**config.mk**
```make
export PLATFORM = sky130hd
export DESIGN_NAME = dcs_chain_seq
export DESIGN_NICKNAME = d
export VERILOG_FILES = /design/src/rtl/dcs_pkg.sv /design/src/rtl/dcs_regs.sv /design/src/rtl/dcs_sema.sv /design/src/rtl/dcs_fsm.sv /design/src/rtl/dcs_chain_seq.sv
export SDC_FILE = /design/constraint.sdc
export NUM_CORES = 1
export LEC_CHECK = 0
export ABC_AREA = 1
export ABC_CLOCK_PERIOD_IN_PS = 2960
export BUFFER_PORTS_ARGS = -buffer_cell sky130_fd_sc_hd__buf_4
export CAP_MARGIN = 20
export CORE_MARGIN = 5
export CORE_UTILIZATION = 33
export CTS_CLUSTER_SIZE = 40
export DETAILED_ROUTE_END_ITERATION = 16
export GPL_TIMING_DRIVEN = 0
export PLACE_DENSITY = 0.53
export SYNTH_ARGS = -nofsm -noshare
export SYNTH_HDL_FRONTEND = slang
export SYNTH_SLANG_ARGS = --single-unit
```
**constraint.sdc**
```tcl
create_clock -name clk -period 2.96 [get_ports clk]
set_input_delay 0.592 -clock clk [delete_from_list [all_inputs] [get_ports clk]]
set_output_delay 0.592 -clock clk [all_outputs]
set_load 0.01 [all_outputs]
```
**src/rtl/dcs_pkg.sv**
```systemverilog
package dcs_pkg;

    typedef enum logic [1:0] {
        ST_IDLE   = 2'd0,
        ST_FETCH  = 2'd1,
        ST_DECODE = 2'd2,
        ST_EXEC   = 2'd3
    } dcs_state_e;

    localparam logic [3:0] OFS_CTRL     = 4'd0;
    localparam logic [3:0] OFS_CTRL_SET = 4'd1;
    localparam logic [3:0] OFS_CTRL_CLR = 4'd2;
    localparam logic [3:0] OFS_IRQ      = 4'd4;
    localparam logic [3:0] OFS_IRQ_SET  = 4'd5;
    localparam logic [3:0] OFS_IRQ_CLR  = 4'd6;
    localparam logic [3:0] OFS_NEXT     = 4'd8;
    localparam logic [3:0] OFS_SEMA     = 4'd12;

    localparam int BIT_GATE   = 0;
    localparam int BIT_CHRST  = 1;
    localparam int BIT_STATUS = 0;
    localparam int BIT_IRQEN  = 1;

endpackage

```
**src/rtl/dcs_regs.sv**
```systemverilog
module dcs_regs
    import dcs_pkg::*;
#(
    parameter int ADDR_W = 8,
    parameter int SEMA_W = 8,
    localparam int WD_W  = (ADDR_W > SEMA_W) ? ADDR_W : SEMA_W
) (
    input  logic              clk,
    input  logic              rst_n,
    input  logic              reg_wr,
    input  logic [3:0]        reg_addr,
    input  logic [WD_W-1:0]   reg_wdata,
    output logic [WD_W-1:0]   reg_rdata,
    input  logic [SEMA_W-1:0] sema,
    input  logic [ADDR_W-1:0] cur_addr,
    input  logic              cmpl_irq,
    output logic              gate,
    output logic              chan_rst,
    output logic              irq_en,
    output logic              irq_status,
    output logic              nxt_wr,
    output logic [ADDR_W-1:0] nxt_data,
    output logic              sema_wr,
    output logic [SEMA_W-1:0] sema_add
);

    logic wr_ctrl, wr_ctrl_set, wr_ctrl_clr;
    logic wr_irq, wr_irq_set, wr_irq_clr;

    always_comb begin
        wr_ctrl     = reg_wr && (reg_addr == OFS_CTRL);
        wr_ctrl_set = reg_wr && (reg_addr == OFS_CTRL_SET);
        wr_ctrl_clr = reg_wr && (reg_addr == OFS_CTRL_CLR);
        wr_irq      = reg_wr && (reg_addr == OFS_IRQ);
        wr_irq_set  = reg_wr && (reg_addr == OFS_IRQ_SET);
        wr_irq_clr  = reg_wr && (reg_addr == OFS_IRQ_CLR);
        nxt_wr      = reg_wr && (reg_addr == OFS_NEXT);
        sema_wr     = reg_wr && (reg_addr == OFS_SEMA);
        nxt_data    = reg_wdata[ADDR_W-1:0];
        sema_add    = reg_wdata[SEMA_W-1:0];
        chan_rst    = (wr_ctrl || wr_ctrl_set) && reg_wdata[BIT_CHRST];
    end

    // gate and enable follow the plain / set / clear aliases
    always_ff @(posedge clk or negedge rst_n) begin
        if (!rst_n) begin
            gate   <= 1'b1;
            irq_en <= 1'b0;
        end else begin
            if (wr_ctrl)
                gate <= reg_wdata[BIT_GATE];
            else if (wr_ctrl_set && reg_wdata[BIT_GATE])
                gate <= 1'b1;
            else if (wr_ctrl_clr && reg_wdata[BIT_GATE])
                gate <= 1'b0;

            if (wr_irq)
                irq_en <= reg_wdata[BIT_IRQEN];
            else if (wr_irq_set && reg_wdata[BIT_IRQEN])
                irq_en <= 1'b1;
            else if (wr_irq_clr && reg_wdata[BIT_IRQEN])
                irq_en <= 1'b0;
        end
    end

    // a hardware completion wins over a software clear in the same cycle
    always_ff @(posedge clk or negedge rst_n) begin
        if (!rst_n)
            irq_status <= 1'b0;
        else if (cmpl_irq)
            irq_status <= 1'b1;
        else if (wr_irq)
            irq_status <= reg_wdata[BIT_STATUS];
        else if (wr_irq_set && reg_wdata[BIT_STATUS])
            irq_status <= 1'b1;
        else if (wr_irq_clr && reg_wdata[BIT_STATUS])
            irq_status <= 1'b0;
    end

    always_comb begin
        reg_rdata = '0;
        unique case (reg_addr)
            OFS_CTRL: reg_rdata[BIT_GATE] = gate;
            OFS_IRQ: begin
                reg_rdata[BIT_STATUS] = irq_status;
                reg_rdata[BIT_IRQEN]  = irq_en;
            end
            OFS_NEXT: reg_rdata[ADDR_W-1:0] = cur_addr;
            OFS_SEMA: reg_rdata[SEMA_W-1:0] = sema;
            default:  reg_rdata = '0;
        endcase
    end

endmodule

```
**src/rtl/dcs_sema.sv**
```systemverilog
module dcs_sema #(
    parameter int SEMA_W = 8
) (
    input  logic              clk,
    input  logic              rst_n,
    input  logic              clear,
    input  logic              add_en,
    input  logic [SEMA_W-1:0] add_val,
    input  logic              dec,
    output logic [SEMA_W-1:0] count,
    output logic              nonzero
);

    localparam logic [SEMA_W-1:0] SAT_MAX = '1;

    logic [SEMA_W:0]   sum;
    logic [SEMA_W-1:0] added;
    logic [SEMA_W-1:0] count_d;

    always_comb begin
        sum   = {1'b0, count} + {1'b0, (add_en ? add_val : '0)};
        added = sum[SEMA_W] ? SAT_MAX : sum[SEMA_W-1:0];
        if (dec && (added != '0))
            count_d = added - 1'b1;
        else
            count_d = added;
    end

    always_ff @(posedge clk or negedge rst_n) begin
        if (!rst_n)
            count <= '0;
        else if (clear)
            count <= '0;
        else
            count <= count_d;
    end

    assign nonzero = (count != '0);

endmodule

```
**src/rtl/dcs_fsm.sv**
```systemverilog
module dcs_fsm
    import dcs_pkg::*;
#(
    parameter int ADDR_W = 8,
    localparam int DESC_W = ADDR_W + 3
) (
    input  logic              clk,
    input  logic              rst_n,
    input  logic              gate,
    input  logic              chan_rst,
    input  logic              sema_nz,
    input  logic              nxt_wr,
    input  logic [ADDR_W-1:0] nxt_data,
    input  logic [DESC_W-1:0] desc_data,
    input  logic              exec_done,
    output logic              desc_rd,
    output logic              exec_req,
    output logic [ADDR_W-1:0] cur_addr,
    output logic              dec_pulse,
    output logic              cmpl_irq,
    output dcs_state_e        state
);

    localparam int POS_CHAIN = ADDR_W;
    localparam int POS_DEC   = ADDR_W + 1;
    localparam int POS_IRQ   = ADDR_W + 2;

    dcs_state_e        state_d;
    logic              armed;
    logic              halt;
    logic              retire;
    logic [DESC_W-1:0] cmd_q;

    assign halt   = gate || chan_rst;
    assign retire = (state == ST_EXEC) && exec_done && !halt;

    always_comb begin
        state_d = state;
        unique case (state)
            ST_IDLE:   if (!halt && armed && sema_nz) state_d = ST_FETCH; // T_START
            ST_FETCH:  state_d = halt ? ST_IDLE : ST_DECODE;              // T_READ / T_HALT
            ST_DECODE: state_d = halt ? ST_IDLE : ST_EXEC;                // T_ISSUE / T_HALT
            ST_EXEC:   if (halt || exec_done) state_d = ST_IDLE;          // T_HALT / T_RETIRE
            default:   state_d = ST_IDLE;
        endcase
    end

    always_ff @(posedge clk or negedge rst_n) begin
        if (!rst_n) state <= ST_IDLE;
        else        state <= state_d;
    end

    always_comb begin
        desc_rd   = (state == ST_FETCH);
        exec_req  = (state == ST_EXEC);
        dec_pulse = retire && cmd_q[POS_DEC];
        cmpl_irq  = retire && cmd_q[POS_IRQ];
    end

    always_ff @(posedge clk or negedge rst_n) begin
        if (!rst_n) begin
            cmd_q <= '0;
        end else if (state == ST_DECODE) begin
            cmd_q <= desc_data;
        end
    end

    // pointer and arm flag: software write wins over a retiring command
    always_ff @(posedge clk or negedge rst_n) begin
        if (!rst_n) begin
            cur_addr <= '0;
            armed    <= 1'b0;
        end else if (chan_rst) begin
            armed <= 1'b0;
        end else if (nxt_wr) begin
            cur_addr <= nxt_data;
            armed    <= 1'b1;
        end else if (retire) begin
            if (cmd_q[POS_CHAIN])
                cur_addr <= cmd_q[ADDR_W-1:0];
            else
                armed <= 1'b0;
        end
    end

endmodule

```
**src/rtl/dcs_chain_seq.sv**
```systemverilog
module dcs_chain_seq
    import dcs_pkg::*;
#(
    parameter int ADDR_W = 8,
    parameter int SEMA_W = 8
) (
    input  logic                                          clk,
    input  logic                                          rst_n,
    input  logic                                          reg_wr,
    input  logic [3:0]                                    reg_addr,
    input  logic [((ADDR_W > SEMA_W) ? ADDR_W : SEMA_W)-1:0] reg_wdata,
    output logic [((ADDR_W > SEMA_W) ? ADDR_W : SEMA_W)-1:0] reg_rdata,
    output logic                                          desc_rd,
    output logic [ADDR_W-1:0]                             desc_addr,
    input  logic [ADDR_W+2:0]                             desc_data,
    output logic                                          exec_req,
    output logic [ADDR_W-1:0]                             exec_addr,
    input  logic                                          exec_done,
    output logic                                          irq
);

    logic              gate, chan_rst, irq_en, irq_status;
    logic              nxt_wr, sema_wr, sema_nz;
    logic              dec_pulse, cmpl_irq;
    logic [ADDR_W-1:0] nxt_data, cur_addr;
    logic [SEMA_W-1:0] sema_add, sema;
    dcs_state_e        state;

    dcs_regs #(.ADDR_W(ADDR_W), .SEMA_W(SEMA_W)) u_regs (
        .clk(clk), .rst_n(rst_n),
        .reg_wr(reg_wr), .reg_addr(reg_addr), .reg_wdata(reg_wdata),
        .reg_rdata(reg_rdata),
        .sema(sema), .cur_addr(cur_addr), .cmpl_irq(cmpl_irq),
        .gate(gate), .chan_rst(chan_rst),
        .irq_en(irq_en), .irq_status(irq_status),
        .nxt_wr(nxt_wr), .nxt_data(nxt_data),
        .sema_wr(sema_wr), .sema_add(sema_add)
    );

    dcs_sema #(.SEMA_W(SEMA_W)) u_sema (
        .clk(clk), .rst_n(rst_n),
        .clear(chan_rst), .add_en(sema_wr), .add_val(sema_add),
        .dec(dec_pulse), .count(sema), .nonzero(sema_nz)
    );

    dcs_fsm #(.ADDR_W(ADDR_W)) u_fsm (
        .clk(clk), .rst_n(rst_n),
        .gate(gate), .chan_rst(chan_rst), .sema_nz(sema_nz),
        .nxt_wr(nxt_wr), .nxt_data(nxt_data),
        .desc_data(desc_data), .exec_done(exec_done),
        .desc_rd(desc_rd), .exec_req(exec_req), .cur_addr(cur_addr),
        .dec_pulse(dec_pulse), .cmpl_irq(cmpl_irq), .state(state)
    );

    assign desc_addr = cur_addr;
    assign exec_addr = cur_addr;
    assign irq       = irq_status && irq_en;

endmodule

```
==> flow_metrics.tcl <==
set metrics [dict create \
    outcome "finished clean" \
    n_fill_cell 745 \
    worst_hold_slack_ns 0.242 \
    finalCritPeriodShare_pct 97.7 \
    remaining_drc_errors 0 \
    syn_nets 390 \
    wl_per_cell_um 13.4 \
    hpwlAfterDp_um 5580 \
    antenna_left 0 \
    dr.max_layer_used "met4" \
    layout.nets 468 \
    htree_num_levels 2 \
    die_w_um 96.8 \
    p_per_area_nw_per_um2 834 \
    initial_core_util_pct 34.1 \
    crit_buf_inv 6 \
    cts_root_buf "clkbuf_8" \
    clkLatencyLatePin_ns 0.29 \
    skew_ns 0.00381 \
    wl_met3_um 307 \
    stdcell_count 530 \
    grt_pass1_vias 2414 \
    cts.sinks 33 \
    cp_data_required_time_ns 3.13 \
    drive_gt1_share_pct 38.3 \
    syn_area_um2 2480 \
    drtIter0Drc 161 \
    async_reset_ff_share_pct 100 \
    grt_pass1_wl_um 11700 \
    tightest_slew_ns 0.502 \
    critPathMaxStageDelay_ns 0.25 \
    start_kind "input port" \
    p_leak_nw 1.79 \
    cp-end-kind "register" \
    fmax_mhz 346 \
    core-area_um2 7290 \
    synth_top_area_share_pct 32.2 \
    crit_slowest_cell "nor3_4" \
    io_buffers 53 \
    fin_ws_ns 0.0676 \
    cp_common_cell "nand2_4" \
    diodes 0 \
    dr.pass1.iters 4 \
    vias_per_cell 4.61 \
    seqCellArea_um2 827 \
    syn_to_final_growth_pct 41.2 \
    yosys_warnings 0 \
    die_h_um 96.8 \
    final_max_slew_viol_count 0 \
    num_vias 2441 \
    yosys.area.top_type "dfrtp_1" \
    synth-main-ff-cell "dfrtp_1" \
    cts_buffer_depth 2 \
    grt_max_degree 34 \
    cts_buffers 5 \
    cp.arrival_ns 3.06 \
    tritoncts "done" \
    multi_input_area_um2 1590 \
    grt_overflow 0 \
    critPathKind "in2reg" \
    crit_chain "buf_8, nor2_4, inv_4, nor3_4, nand2_4, nor2_4, ha_4, nand2_2, nand2_2, inv_2, nand2_4, nand2_4, nand2_4, buf_4, nor2_4, inv_2, nor2_4, nand3_4, nand2_4, buf_6, nand2_2, nand2_2, nor2_1" \
    min_path_type "in2async" \
    yosysSeqAreaShare_pct 33.3 \
    drt-met1-wl_um 3350 \
    yosys_register_bits 33 \
    antenna_found_initial 0 \
    rows 31 \
    track_usage_pct 15.1 \
    power_mw 2.92 \
    cp_max_fo 8 \
    route.met2.wl_um 3390 \
    hold_viol 0 \
    dp_cells 504 \
    max_slew_margin_pct 66.5 \
    avgSynthCellArea_um2 7.06 \
    ys_top_cells_by_count "nand2_1 (98), inv_1 (54), nor2_1 (38)" \
    max_cap_violations 0 \
    post-route-min-period_ns 2.89 \
    critical-path-top-delay-family "simple AND/OR/NAND/NOR gates" \
    wl_um 7080 \
    yosysMostFrequentCell "nand2_1" \
    ios 54 \
    syn_inst 352 \
    place_area_um2 3040 \
    ir_drop_mv 0.392 \
    grt_setup_unrepaired "yes" \
    synth_edf_count 0 \
    cts_hold_buf 0 \
    place.gp.congestion 0.819 \
    ys_types 38 \
    synth_area_leaders "dfrtp_1 (32%), nand2_1 (15%), inv_1 (8.2%)" \
    fin_area_um2 3510 \
    finalSetupViolations 0 \
    post-place-ws_ns -0.730 \
    clk_pin_slew_ns 0.07 \
    dieArea_um2 9360 \
]
per-layer routing:
layer | GRT usage, % | up-vias
li1 | - | 1256
met1 | 20.5 | 1125
met2 | 25.0 | 52
met3 | 3.38 | 8
met4 | 2.16 | 0
met5 | 0 | -
state kept, by name (all words and copies together), names as in the netlist:
| signal | count |
|---|---|
| u_regs.irq_status | 1 |
| u_regs.irq_en | 1 |
| u_fsm.state | 2 |
| u_fsm.armed | 1 |
| u_sema.count | 8 |
| u_fsm.cmd_q | 11 |
| u_regs.gate | 1 |
| u_fsm.cur_addr | 8 |
kinds of logic after synthesis:
family	Yosys count	share of synthesized area (%)
simple gates	189	34.9
buf+inv	70	12.1
compound gates	37	8.61
flops	33	33.3
fa+ha+maj	11	5.84
mux	10	4.53
xor+xnor	2	0.705
worst register-to-register path, cell delays in order (launching register included):
cell and delay, ns:
dfrtp_1 0.41, ha_2 0.21, fa_2 0.37, nand3_2 0.12
nand2_4 0.07, nand2_4 0.08, nand2_4 0.07, buf_4 0.16
nor2_4 0.14, inv_2 0.06, nor2_4 0.12, nand3_4 0.09
nand2_4 0.08, buf_6 0.12, nand2_2 0.05, nand2_2 0.07
nor2_1 0.05
metrics by stage:
step	TNS (ns)	util (%)
6_report	0	48.1
5_1_grt	-0.536	48.1
4_1_cts	0	44.9
3_5_place_dp	-5.43	41.7
3_3_place_gp	-4.84	41.7
2_1_floorplan	-0.568	-
placed cells by master (no fill, tap or decap), drive strengths merged:
cell type and count:
xnor2 2, nor2 46, o211ai 3, dfstp 1
dfrtp 32, nor4 2, o22ai 1, inv 58
bufinv 1, or2 2, fa 1, clkinv 1
clkbuf 7, ha 10, nand4 4, o21ai 24
mux2 10, nand2 107, nand3b 3, nor3 4
buf 81, a21oi 7, nand3 21, a2111oi 1
clkinvlp 1, a31oi 1
cell type report:
class,count,area share (%)
timing repair buffer,71,15.6
inverter,58,6.28
buffer,12,2.39
multi-input combinational,249,45.3
clock buffer,5,1.96
clock inverter,3,1.32
sequential,33,23.6
tap,99,3.53
what timing repair did:
item	4_1_cts	5_1_grt
gates resized for setup	9	41
gates cloned	0	1
pin swaps	11	26
endpoints found under the setup margin	8	8
setup buffers	10	7
path summary, 6_finish.rpt:
kind	to	depth (start not counted)	startpoint	slack [ns]
setup / recovery	u_sema.count[5]	23	reg_addr[1]	0.07
hold / removal	u_regs.irq_en	1	rst_n	0.24
setup reg to reg	u_sema.count[5]	16	u_sema.count[0]	0.59
hold reg to reg	u_regs.gate	2	u_regs.gate	0.49
max in group asynchronous	u_regs.gate	1	rst_n	2.39
min in group clk	u_regs.gate	2	u_regs.gate	0.49
power by group:
| group | total [mW] | switching, mW | internal, mW |
|---|---|---|---|
| clock network | 0.433 | 0.181 | 0.252 |
| logic | 1.62 | 0.827 | 0.797 |
| registers | 0.867 | 0.196 | 0.671 |
Note: power is estimated with default switching activity, not from simulation.
